[config.mk]
export PLATFORM = sky130hd
export DESIGN_NAME = spi_host_ctrl
export DESIGN_NICKNAME = d
export VERILOG_FILES = /design/src/rtl/spi_host_pkg.sv /design/src/rtl/spi_word_fifo.sv /design/src/rtl/spi_shift_engine.sv /design/src/rtl/spi_host_ctrl.sv
export SDC_FILE = /design/constraint.sdc
export NUM_CORES = 1
export LEC_CHECK = 0
export CAP_MARGIN = 30
export CORE_ASPECT_RATIO = 0.6
export CORE_MARGIN = 10
export CORE_UTILIZATION = 54
export DETAILED_ROUTE_END_ITERATION = 12
export GPL_TIMING_DRIVEN = 0
export PLACE_DENSITY = 0.76
export REMOVE_ABC_BUFFERS = 1
export SETUP_SLACK_MARGIN = 0.2
export SYNTH_ARGS = -nofsm -noshare
export SYNTH_HDL_FRONTEND = slang
export SYNTH_SLANG_ARGS = --single-unit
[constraint.sdc]
create_clock -name clk -period 3.9 [get_ports clk]
set_input_delay 0.975 -clock clk [delete_from_list [all_inputs] [get_ports clk]]
set_output_delay 0.975 -clock clk [all_outputs]
set_load 0.05 [all_outputs]
[src/rtl/spi_host_pkg.sv]
package spi_host_pkg;

   // register word indices; host software depends on this layout
   localparam logic [3:0] RIX_FRAME  = 4'd0;
   localparam logic [3:0] RIX_CTRL   = 4'd1;
   localparam logic [3:0] RIX_DATA   = 4'd2;
   localparam logic [3:0] RIX_STAT   = 4'd3;
   localparam logic [3:0] RIX_PSC    = 4'd4;
   localparam logic [3:0] RIX_MASK   = 4'd5;
   localparam logic [3:0] RIX_RAW    = 4'd6;
   localparam logic [3:0] RIX_MASKED = 4'd7;
   localparam logic [3:0] RIX_CLEAR  = 4'd8;
   localparam logic [3:0] RIX_DMA    = 4'd9;

   typedef struct packed {
      logic out_off;
      logic peer_mode;
      logic enable;
      logic loopback;
   } ctrl_t;

   typedef struct packed {
      logic busy;
      logic rx_full;
      logic rx_avail;
      logic tx_room;
      logic tx_empty;
   } stat_t;

   typedef struct packed {
      logic tx_low;
      logic rx_high;
      logic timeout;
      logic overrun;
   } irq_t;

   function automatic logic [7:0] ident_byte(input logic [2:0] k);
      logic [7:0] b;
      case (k)
         3'd0: b = 8'h22;
         3'd1: b = 8'h10;
         3'd2: b = 8'h04;
         3'd3: b = 8'h00;
         3'd4: b = 8'h0D;
         3'd5: b = 8'hF0;
         3'd6: b = 8'h05;
         default: b = 8'hB1;
      endcase
      return b;
   endfunction

endpackage

[src/rtl/spi_word_fifo.sv]
module spi_word_fifo #(
   parameter int W     = 16,
   parameter int DEPTH = 8
) (
   input  logic                         clk,
   input  logic                         rst_n,
   input  logic                         push_i,
   input  logic [W-1:0]                 data_i,
   input  logic                         pop_i,
   output logic [W-1:0]                 head_o,
   output logic [$clog2(DEPTH+1)-1:0]   count_o,
   output logic                         empty_o,
   output logic                         full_o
);
   localparam int AW = (DEPTH > 1) ? $clog2(DEPTH) : 1;
   localparam int CW = $clog2(DEPTH + 1);
   localparam bit POW2 = ((DEPTH & (DEPTH - 1)) == 0);

   if (DEPTH < 2) begin : g_bad_depth
      $error("spi_word_fifo: DEPTH must be at least 2");
   end

   logic [W-1:0]  mem [DEPTH];
   logic [AW-1:0] wptr, rptr, wptr_nx, rptr_nx;
   logic [CW-1:0] cnt;
   logic          do_push, do_pop;

   assign empty_o = (cnt == '0);
   assign full_o  = (cnt == CW'(DEPTH));
   assign do_push = push_i && !full_o;
   assign do_pop  = pop_i && !empty_o;
   assign head_o  = mem[rptr];
   assign count_o = cnt;

   if (POW2) begin : g_wrap_free
      assign wptr_nx = wptr + 1'b1;
      assign rptr_nx = rptr + 1'b1;
   end else begin : g_wrap_cmp
      assign wptr_nx = (wptr == AW'(DEPTH - 1)) ? '0 : wptr + 1'b1;
      assign rptr_nx = (rptr == AW'(DEPTH - 1)) ? '0 : rptr + 1'b1;
   end

   always_ff @(posedge clk or negedge rst_n) begin
      if (!rst_n) begin
         wptr <= '0;
         rptr <= '0;
         cnt  <= '0;
      end else begin
         if (do_push) wptr <= wptr_nx;
         if (do_pop)  rptr <= rptr_nx;
         if (do_push && !do_pop)      cnt <= cnt + 1'b1;
         else if (do_pop && !do_push) cnt <= cnt - 1'b1;
      end
   end

   always_ff @(posedge clk) begin
      if (do_push) mem[wptr] <= data_i;
   end

   AST_NO_OVERFLOW: assert property (@(posedge clk) disable iff (!rst_n)
      full_o |-> !push_i)
      else $error("push into full queue");
   AST_NO_UNDERFLOW: assert property (@(posedge clk) disable iff (!rst_n)
      empty_o |-> !pop_i)
      else $error("pop from empty queue");

endmodule

[src/rtl/spi_shift_engine.sv]
module spi_shift_engine #(
   parameter int W     = 16,
   parameter int SW    = 4,
   parameter int PSC_W = 8
) (
   input  logic             clk,
   input  logic             rst_n,
   input  logic             start_i,
   input  logic [W-1:0]     word_i,
   input  logic [SW-1:0]    last_bit_i,
   input  logic [PSC_W-1:0] psc_i,
   output logic             busy_o,
   output logic             done_o,
   output logic [W-1:0]     rx_o,
   output logic             sclk_o,
   output logic             cs_n_o,
   output logic             mosi_o,
   input  logic             miso_i
);
   if (PSC_W < 2) begin : g_bad_psc
      $error("spi_shift_engine: PSC_W must be at least 2");
   end

   logic [PSC_W-1:0] half, cnt;
   logic [SW-1:0]    bits_left, last_bit;
   logic [W-1:0]     tx_sh, rx_sh;
   logic             busy, done, sclk, cs_n;
   wire              unused_psc_lsb = psc_i[0];

   always_comb begin
      half = {psc_i[PSC_W-1:1], 1'b0};
      if (half < PSC_W'(2)) half = PSC_W'(2);
   end

   always_ff @(posedge clk or negedge rst_n) begin
      if (!rst_n) begin
         busy      <= 1'b0;
         done      <= 1'b0;
         sclk      <= 1'b0;
         cs_n      <= 1'b1;
         cnt       <= '0;
         bits_left <= '0;
         last_bit  <= '0;
         tx_sh     <= '0;
         rx_sh     <= '0;
      end else begin
         done <= 1'b0;
         if (!busy) begin
            if (start_i) begin
               busy      <= 1'b1;
               cs_n      <= 1'b0;
               sclk      <= 1'b0;
               cnt       <= '0;
               bits_left <= last_bit_i;
               last_bit  <= last_bit_i;
               tx_sh     <= word_i;
               rx_sh     <= '0;
            end
         end else if (cnt == half - 1'b1) begin
            cnt <= '0;
            if (!sclk) begin
               sclk  <= 1'b1;
               rx_sh <= {rx_sh[W-2:0], miso_i};
            end else begin
               sclk <= 1'b0;
               if (bits_left == '0) begin
                  busy <= 1'b0;
                  cs_n <= 1'b1;
                  done <= 1'b1;
               end else begin
                  bits_left <= bits_left - 1'b1;
                  tx_sh     <= {tx_sh[W-2:0], 1'b0};
               end
            end
         end else begin
            cnt <= cnt + 1'b1;
         end
      end
   end

   assign busy_o = busy;
   assign done_o = done;
   assign rx_o   = rx_sh;
   assign sclk_o = sclk;
   assign cs_n_o = cs_n;
   assign mosi_o = tx_sh[last_bit];

   AST_SCLK_IDLE_LOW: assert property (@(posedge clk) disable iff (!rst_n)
      cs_n_o |-> !sclk_o)
      else $error("clock active outside a frame");
   AST_MOSI_HELD_HIGH: assert property (@(posedge clk) disable iff (!rst_n)
      (sclk_o && $past(sclk_o)) |-> $stable(mosi_o))
      else $error("data out moved while clock high");
   AST_START_WHEN_IDLE: assert property (@(posedge clk) disable iff (!rst_n)
      $fell(cs_n_o) |-> $past(start_i))
      else $error("frame began without a start");

endmodule

[src/rtl/spi_host_ctrl.sv]
module spi_host_ctrl
   import spi_host_pkg::*;
#(
   parameter int DATA_W     = 16,
   parameter int FIFO_DEPTH = 8,
   parameter int PSC_W      = 8,
   parameter int ADDR_W     = 10,
   parameter int BUS_W      = 32,
   parameter int RX_THRESH  = 4,
   parameter int TX_THRESH  = 4
) (
   input  logic              clk,
   input  logic              rst_n,
   input  logic [ADDR_W-1:0] bus_addr,
   input  logic              bus_wr,
   input  logic              bus_rd,
   input  logic [BUS_W-1:0]  bus_wdata,
   output logic [BUS_W-1:0]  bus_rdata,
   output logic              irq,
   output logic              sclk,
   output logic              cs_n,
   output logic              mosi,
   input  logic              miso
);
   localparam int SW      = $clog2(DATA_W);
   localparam int CW      = $clog2(FIFO_DEPTH + 1);
   localparam int FRAME_W = 16;
   localparam logic [ADDR_W-1:0] ID_BASE = ADDR_W'((1 << ADDR_W) - 8);

   if (BUS_W < FRAME_W) begin : g_bad_bus
      $error("spi_host_ctrl: BUS_W must be at least 16");
   end
   if (DATA_W < 4 || DATA_W > BUS_W || (DATA_W & (DATA_W - 1)) != 0) begin : g_bad_data
      $error("spi_host_ctrl: DATA_W must be a power of two from 4 to BUS_W");
   end
   if (RX_THRESH > FIFO_DEPTH || TX_THRESH > FIFO_DEPTH) begin : g_bad_thresh
      $error("spi_host_ctrl: thresholds exceed queue depth");
   end
   if (ADDR_W < 5) begin : g_bad_addr
      $error("spi_host_ctrl: ADDR_W too small for the map");
   end

   // configuration state
   logic [FRAME_W-1:0] frame_q;
   ctrl_t              ctrl_q;
   logic [PSC_W-1:0]   psc_q;
   logic [3:0]         mask_q;

   // decode
   logic reg_hit;
   logic wr_frame, wr_ctrl, wr_data, wr_psc, wr_mask, rd_data;
   assign reg_hit  = (bus_addr[ADDR_W-1:4] == '0);
   assign wr_frame = bus_wr && reg_hit && bus_addr[3:0] == RIX_FRAME;
   assign wr_ctrl  = bus_wr && reg_hit && bus_addr[3:0] == RIX_CTRL;
   assign wr_data  = bus_wr && reg_hit && bus_addr[3:0] == RIX_DATA;
   assign wr_psc   = bus_wr && reg_hit && bus_addr[3:0] == RIX_PSC;
   assign wr_mask  = bus_wr && reg_hit && bus_addr[3:0] == RIX_MASK;
   assign rd_data  = bus_rd && reg_hit && bus_addr[3:0] == RIX_DATA;

   always_ff @(posedge clk or negedge rst_n) begin
      if (!rst_n) begin
         frame_q <= '0;
         ctrl_q  <= '0;
         psc_q   <= '0;
         mask_q  <= '0;
      end else begin
         if (wr_frame) frame_q <= bus_wdata[FRAME_W-1:0];
         if (wr_ctrl)  ctrl_q  <= ctrl_t'(bus_wdata[3:0]);
         if (wr_psc)   psc_q   <= bus_wdata[PSC_W-1:0];
         if (wr_mask)  mask_q  <= bus_wdata[3:0];
      end
   end

   // word length mask
   logic [SW-1:0]   last_bit;
   logic [DATA_W:0] mask_wide;
   logic [DATA_W-1:0] word_mask;
   assign last_bit  = frame_q[SW-1:0];
   assign mask_wide = ({{DATA_W{1'b0}}, 1'b1} << (int'(last_bit) + 1)) - 1'b1;
   assign word_mask = mask_wide[DATA_W-1:0];

   // queues
   logic [DATA_W-1:0] tx_head, rx_head, rx_in, eng_rx;
   logic [CW-1:0]     tx_cnt, rx_cnt;
   logic              tx_empty, tx_full, rx_empty, rx_full;
   logic              tx_push, tx_pop, rx_push, rx_pop;
   logic              lb_move, eng_start, eng_busy, eng_done, can_move;

   assign tx_push = wr_data && !tx_full;
   assign rx_pop  = rd_data && !rx_empty;

   spi_word_fifo #(.W(DATA_W), .DEPTH(FIFO_DEPTH)) u_txq (
      .clk(clk), .rst_n(rst_n),
      .push_i(tx_push), .data_i(bus_wdata[DATA_W-1:0] & word_mask),
      .pop_i(tx_pop), .head_o(tx_head), .count_o(tx_cnt),
      .empty_o(tx_empty), .full_o(tx_full));

   spi_word_fifo #(.W(DATA_W), .DEPTH(FIFO_DEPTH)) u_rxq (
      .clk(clk), .rst_n(rst_n),
      .push_i(rx_push), .data_i(rx_in),
      .pop_i(rx_pop), .head_o(rx_head), .count_o(rx_cnt),
      .empty_o(rx_empty), .full_o(rx_full));

   // transfer sequencing
   assign can_move  = ctrl_q.enable && !tx_empty && !rx_full && !eng_busy && !eng_done;
   assign lb_move   = can_move && ctrl_q.loopback;
   assign eng_start = can_move && !ctrl_q.loopback;
   assign tx_pop    = lb_move || eng_done;
   assign rx_push   = lb_move || eng_done;
   assign rx_in     = (lb_move ? tx_head : eng_rx) & word_mask;

   spi_shift_engine #(.W(DATA_W), .SW(SW), .PSC_W(PSC_W)) u_eng (
      .clk(clk), .rst_n(rst_n),
      .start_i(eng_start), .word_i(tx_head), .last_bit_i(last_bit),
      .psc_i(psc_q), .busy_o(eng_busy), .done_o(eng_done), .rx_o(eng_rx),
      .sclk_o(sclk), .cs_n_o(cs_n), .mosi_o(mosi), .miso_i(miso));

   // status and interrupts
   stat_t stat;
   irq_t  raw;
   logic [3:0] masked;
   assign stat.tx_empty = tx_empty;
   assign stat.tx_room  = !tx_full;
   assign stat.rx_avail = !rx_empty;
   assign stat.rx_full  = rx_full;
   assign stat.busy     = !tx_empty;
   assign raw.overrun   = 1'b0;
   assign raw.timeout   = 1'b0;
   assign raw.rx_high   = (rx_cnt >= CW'(RX_THRESH));
   assign raw.tx_low    = (tx_cnt <= CW'(TX_THRESH));
   assign masked        = raw & mask_q;
   assign irq           = |masked;

   // read mux
   always_comb begin
      bus_rdata = '0;
      if (bus_addr >= ID_BASE) begin
         bus_rdata[7:0] = ident_byte(bus_addr[2:0]);
      end else if (reg_hit) begin
         case (bus_addr[3:0])
            RIX_FRAME:  bus_rdata[FRAME_W-1:0] = frame_q;
            RIX_CTRL:   bus_rdata[3:0] = ctrl_q;
            RIX_DATA:   if (!rx_empty) bus_rdata[DATA_W-1:0] = rx_head;
            RIX_STAT:   bus_rdata[4:0] = stat;
            RIX_PSC:    bus_rdata[PSC_W-1:0] = psc_q;
            RIX_MASK:   bus_rdata[3:0] = mask_q;
            RIX_RAW:    bus_rdata[3:0] = raw;
            RIX_MASKED: bus_rdata[3:0] = masked;
            default:    bus_rdata = '0;
         endcase
      end
   end

   wire unused_top = ^{bus_wdata[BUS_W-1:FRAME_W], ctrl_q.peer_mode, ctrl_q.out_off};

   AST_RX_ROOM: assert property (@(posedge clk) disable iff (!rst_n)
      rx_push |-> !rx_full)
      else $error("receive push without room");
   AST_LOOP_PINS_QUIET: assert property (@(posedge clk) disable iff (!rst_n)
      (ctrl_q.loopback && !eng_busy) |-> cs_n)
      else $error("frame select active in loopback");
   AST_FRAME_NEEDS_ENABLE: assert property (@(posedge clk) disable iff (!rst_n)
      $fell(cs_n) |-> $past(ctrl_q.enable))
      else $error("frame started while disabled");
   AST_MOVE_TAKES_TX: assert property (@(posedge clk) disable iff (!rst_n)
      rx_push |-> !tx_empty)
      else $error("receive push with nothing sent");

endmodule

==> metrics, run 1 <==
synthesized area per cell=15.1 sq um; commonest non-fill, non-tap cell in the layout=edfxtp_1; # clock sinks=360; Hold Crit Class=primary input to asynchronous set/reset pin; post-synthesis cell count=about 1,100; Max IR drop VDD=between 0.3 and 0.4 mV; required time worst endpoint=approximately 2.9 ns; clock slew at reported path FFs=roughly 0.07 ns; largest area contributor in the netlist=edfxtp_1; Tcrit/Tclk final=0.992; post-synth cell types=76; Max clock buf depth=3; CTS Buf Count=31; outcome=complete, no violations; pin slew with the least headroom to its limit=between 1 and 1.5 ns; routability cong.=around 0.88; DR vias/cell=around 6.3; final number of setup-violating endpoints=0; startpoint types=register; share of Yosys cell area claimed by the top area cell type=0.475; Peak Freq=0.258 GHz; row cnt=48; Post-synth EDFFs=approximately 260; final hold violation count=0; n_diodes=0; total congestion overflow=0; H-Tree Depth=1; initial antenna violation count=0; worst skew pair latency=roughly 0.60 ns; largest net degree at the start of global routing=64; Mapped Area=between 15,000 and 20,000 sq um; Leak=a little under 7 nW; CP Class=register to output port; TNS Setup=0 ns; top layer in use=met4; first-pass GRT wire length=60.2 mm; synthesized flop and latch total=between 300 and 400; DRT Pass-1 Iters=6; TritonCTS clock tree=built; Met3 Routed Length=3.61 mm; vias in the first global route=between 9,000 and 10,000; RSZ-0062 raised after global routing=yes; post-route cell area=around 19,000 sq um; WL final=39.3 mm; MaxCap Viol Count=0; commonest cells after routing, fill and taps aside=256 x edfxtp_1, 97 x dfrtp_1, 79 x nand2_1; Yosys warnings=0; CTS Root Cell=clkbuf_16; die area=about 38,000 sq um; P&R area growth vs syn=17.5%; critical path fanouts, max=9; final net count=1,218; Total Routing Usage GR=0.205; Seq/Total Area, Yosys=0.635; asr flop ratio synth=0.289; clock period minus worst slack=~3.9 ns; Starting Density=0.556; relative slew slack=0.264; clk_skew=between 0.02 and 0.025 ns; io pins=83; starting DRC count in detailed routing=approximately 1,200; Critical Path End Type=output port; HPWL Detailed=25.1 mm; Die Span X=~240 um; routed vias=9,881; Synth Flop Type=edfxtp_1; max-slew violations=0; Die Ht=between 150 and 200 um; Routed met1 length=about 18 mm; Core Box Area=around 30,000 sq um; met2 WL=between 15 and 20 mm; layout cells sized above 1=0.286; DR DRC count=0; Worst Hold Slack=between 0.3 and 0.4 ns; CP Data Arrival Time=~2.9 ns; post-placement cell area=between 15,000 and 20,000 sq um; PortBufs=50; ranking of synthesized cells by area=edfxtp_1 47%, dfrtp_1 16%, mux4_2 9.6%; P per Cell Area=477 nW/um^2; antenna-violating nets left=0; WL/cell=24.9 um
==> synthesized netlist by cell type (8+ instances only) <==
| cell type | number |
|---|---|
| mux4_2 | 69 |
| dfrtp_1 | 103 |
| xnor2_1 | 19 |
| o21ai_0 | 27 |
| mux2_4 | 8 |
| nor3_1 | 19 |
| nor2_1 | 70 |
| mux2_2 | 58 |
| clkbuf_1 | 38 |
| a211oi_1 | 8 |
| nor2b_1 | 8 |
| mux2i_1 | 24 |
| o311ai_1 | 10 |
| a22oi_1 | 9 |
| xor2_1 | 10 |
| edfxtp_1 | 256 |
| ha_1 | 15 |
| inv_1 | 17 |
| buf_2 | 18 |
| buf_4 | 16 |
| nand3_1 | 33 |
| a21oi_1 | 35 |
| nand2_1 | 79 |
==> critical path: stages (launching register included) <==
cell	delay [ns]
dfrtp_4	0.50
buf_4	0.17
buf_16	0.15
mux4_2	0.42
mux2_2	0.32
a222oi_1	0.32
o22ai_1	0.19
buf_4	0.23
==> per-stage QoR <==
| step | util | setup slack (ns) | power, mW | cells |
|---|---|---|---|---|
| floorplan | - | -1.04 | 5.20 | 1006 |
| global placement | 0.578 | -3.70 | 5.48 | 1456 |
| detailed placement | 0.595 | -1.26 | 5.55 | 1489 |
| CTS | 0.644 | -0.0670 | 8.98 | 1567 |
| global route | 0.653 | -0.0502 | 9.35 | 1579 |
| finish | 0.653 | 0.0299 | 9.07 | 1579 |
==> cells by family (layout without fill, tap and decap cells) <==
family	Yosys count	count (layout)	share of synthesized area
AOI/OAI and AO/OA	145	145	0.0650
xor gates and xnor gates	30	30	0.0167
adders and majority gates	17	17	0.0141
buffers and inverters	100	189	0.0301
DFF	360	360	0.635
muxes	159	159	0.159
other	2	17	0.000464
and+or+nand+nor	260	262	0.0798
==> routing by layer <==
layer,GRT usage,vias up
met2,0.292,488
met1,0.315,5044
li1,-,4274
met3,0.0443,75
met5,0,-
met4,0.0409,0
==> layout make-up <==
class | count | area, sq um
Timing Repair Buffer | 113 | 1240
Sequential cell | 360 | 10300
Fill cell | 1969 | 10100
Multi-Input combinational cell | 630 | 5770
Inverter | 18 | 67.6
Tap cell | 400 | 500
Clock buffer | 42 | 920
Clock inverter | 16 | 226
==> flip-flops by register name, indices dropped and copies added (netlist names) <==
name             count
u_rxq.mem          128
u_txq.mem          128
frame_q             16
u_eng.rx_o          16
u_eng.tx_sh         16
psc_q                8
u_eng.cnt            8
ctrl_q               4
mask_q               4
u_eng.bits_left      4
u_eng.last_bit       4
u_rxq.count_o        4
u_txq.count_o        4
u_rxq.rptr           3
u_rxq.wptr           3
u_txq.rptr           3
u_txq.wptr           3
u_eng.busy_o         1
u_eng.cs_n_o         1
u_eng.done_o         1
u_eng.sclk_o         1
==> worst paths after layout <==
| check | start | endpoint | slack [ns] | depth (start not counted) |
|---|---|---|---|---|
| min in group clk | frame_q[12] | frame_q[12] | 0.50 | 2 |
| max in group asynchronous | rst_n | u_eng.rx_o[10] | 2.76 | 2 |
| setup / recovery | u_rxq.rptr[0] | bus_rdata[7] | 0.03 | 7 |
| hold / removal | rst_n | u_rxq.count_o[2] | 0.39 | 1 |
| setup reg to reg | psc_q[5] | u_eng.tx_sh[3] | 0.35 | 10 |
| hold reg to reg | frame_q[12] | frame_q[12] | 0.50 | 2 |
==> where the power goes <==
group          leakage [nW]  switching, mW  internal, mW
Clock                 0.559           1.43          1.99
Combinational          2.45          0.725         0.479
Sequential             3.80          0.213          4.23
Total                  6.81           2.37          6.70
==> what timing repair did <==
item | in CTS | in global routing
resized for setup | 136 | 44
gates cloned | 2 | 2
hold buffers | 0 | 0
buffers inserted | 18 | 8
pin swaps | 10 | 9
setup endpoints to repair | 187 | 105
No activity file was read; power rests on OpenSTA's default activity.
==> inputs of run 2 (changes only) <==
--- a/config.mk
+++ b/config.mk
@@ -10,6 +10,7 @@
 export CORE_MARGIN = 10
 export CORE_UTILIZATION = 54
 export DETAILED_ROUTE_END_ITERATION = 12
+export GPL_ROUTABILITY_DRIVEN = 0
 export GPL_TIMING_DRIVEN = 0
 export PLACE_DENSITY = 0.76
 export REMOVE_ABC_BUFFERS = 1
==> constraint.sdc (replaced) <==
create_clock -name clk -period 3.9 [get_ports clk]
set_input_delay 0.975 -clock clk [delete_from_list [all_inputs] [get_ports clk]]
set_output_delay 0.975 -clock clk [all_outputs]
set_load 0.02 [all_outputs]
==> run 2 against run 1 <==
  * Largest power group unchanged
  * Final cell count down 0.63%
  * Clock power about the same
  * Core utilization fell by 0.35 points
==> metrics, run 2 (synthesis results as in run 1) <==
slowest cell on the critical path=dfrtp_4; CTS Buf Count=31; CP Class=register to output port; MaxCap Viol Count=0; internal power=approximately 6.7 mW; met1 Use GR=0.316; RSZ-0062 raised after global routing=yes; WL final=38.9 mm; Die Span X=between 200 and 250 um; sequential share of power=0.493; NetSw=between 2 and 2.5 mW; GRT Max-Usage Layer=met1; critical path fanouts, max=5; P per Cell Area=approximately 480 nW/um^2; TNS Setup=0 ns; Final Power=between 9 and 10 mW; DR DRC count=0; WL/cell=about 25 um; Leak=approximately 6.8 nW; outcome=complete, no violations; Tcrit/Tclk final=0.980; Hold Crit Class=primary input to asynchronous set/reset pin; initial antenna violation count=0; GR Util met3=0.0388; Comb pwr share=0.129; Peak Freq=0.262 GHz; n_diodes=0; routed vias=between 9,000 and 10,000; CTS Hold Bufs=0; CP Data Arrival Time=roughly 2.9 ns; io pins=83; Max IR drop VDD=between 0.3 and 0.4 mV; sw frac=0.256; PortBufs=50; die area=~38,000 sq um; Max clock buf depth=3; Critical Path End Type=output port; TritonCTS clock tree=built; Total Routing Usage GR=0.203; commonest cells after routing, fill and taps aside=256 x edfxtp_1, 95 x dfrtp_1, 78 x nand2_1; relative slew slack=0.243; clock share of power=0.378; Starting Density=0.556; layout cells sized above 1=0.285; startpoint types=register; vias in the first global route=between 9,000 and 10,000; largest net degree at the start of global routing=64; H-Tree Depth=1; clock slew at reported path FFs=about 0.070 ns; total congestion overflow=0; row cnt=48; antenna-violating nets left=0; final number of setup-violating endpoints=0; met2 Resource Use GR=0.292; Core Box Area=slightly below 30,000 sq um; commonest non-fill, non-tap cell in the layout=edfxtp_1; Regs by FF count=u_rxq.mem x128, u_txq.mem x128; final hold violation count=0; max incr delay on CP=0.50 ns; clk_skew=0.0228 ns; clock period minus worst slack=3.82 ns; pin slew with the least headroom to its limit=between 1 and 1.5 ns; P&R area growth vs syn=16.9%; final net count=1,208; starting DRC count in detailed routing=about 1,400; worst skew pair latency=around 0.60 ns; HPWL Detailed=approximately 25 mm; required time worst endpoint=2.92 ns; # clock sinks=360; critical path cell sequence=buf_6 > buf_8 > mux4_2 > mux2_4 > a222oi_1 > o22ai_2 > buf_6; DR vias/cell=between 6 and 7; max-slew violations=0; DRT Pass-1 Iters=7; CTS Root Cell=clkbuf_16; first-pass GRT wire length=59.6 mm; Worst path most repeated cell=buf_6; Die Ht=154 um
-- run 2: worst paths after layout --
check                      depth (start not counted)           from  slack [ns]                end
max                                                7  u_rxq.rptr[0]        0.08       bus_rdata[5]
min                                                1          rst_n        0.40   u_rxq.count_o[2]
min in group clk                                   2    frame_q[12]        0.50        frame_q[12]
max reg2reg                                       10       psc_q[6]        0.37     u_eng.tx_sh[3]
min reg2reg                                        2    frame_q[12]        0.50        frame_q[12]
max in group asynchronous                          2          rst_n        2.75  u_eng.last_bit[1]
-- run 2: area by class of cell --
type | instances | area [sq um]
clock inverters | 16 | 226
inverters | 18 | 67.6
clock buffers | 42 | 920
well taps | 400 | 500
repair buffers | 103 | 1130
fillers | 1970 | 10200
multi-input cells | 630 | 5780
flip-flops and latches | 360 | 10300
-- run 2: repair_timing --
action | 4_1_cts | 5_1_grt
hold endpoints to repair | 0 | 0
endpoints found under the setup margin | 187 | 108
pin swaps | 11 | 8
setup buffers | 12 | 6
gates resized for setup | 103 | 42
gates cloned | 2 | 1
-- run 2: power by group through the flow --
| stage | Sequential (mW) | Clock [mW] | Combinational, mW |
|---|---|---|---|
| floorplan | 4.48 | 0 | 0.680 |
| CTS | 4.45 | 3.45 | 1.05 |
| detailed placement | 4.53 | 0 | 0.980 |
| global route | 4.46 | 3.59 | 1.25 |
| global placement | 4.54 | 0 | 0.900 |
| finish | 4.44 | 3.40 | 1.16 |
-- run 2: critical path, delay by kind of cell (launching register included) --
family | cells | cell delay (ns)
multiplexers | 2 | 0.69
buffers and inverters | 3 | 0.43
AO/OA/AOI/OAI | 2 | 0.63
flip-flops | 1 | 0.50
-- run 2: per-layer routing --
metal  vias to the layer above  share of wire
met5                         -              0
met2                       503           0.43
li1                       4257              -
met3                        57          0.094
met4                         0          0.016
met1                      5103           0.46
-- run 2: through the flow --
step | cell area, sq um | util | hold slack (ns) | worst slack [ns] | std cells
final | 18900 | 0.650 | 0.403 | 0.0789 | 1569
after CTS | 18700 | 0.641 | 0.400 | -0.0117 | 1561
after detailed placement | 17300 | 0.595 | 0.480 | -1.06 | 1489
after global placement | 16800 | 0.578 | 0.463 | -3.70 | 1456
after floorplan | 15800 | - | 0.450 | -1.04 | 1006
after global routing | 18900 | 0.650 | 0.429 | -0.0319 | 1569
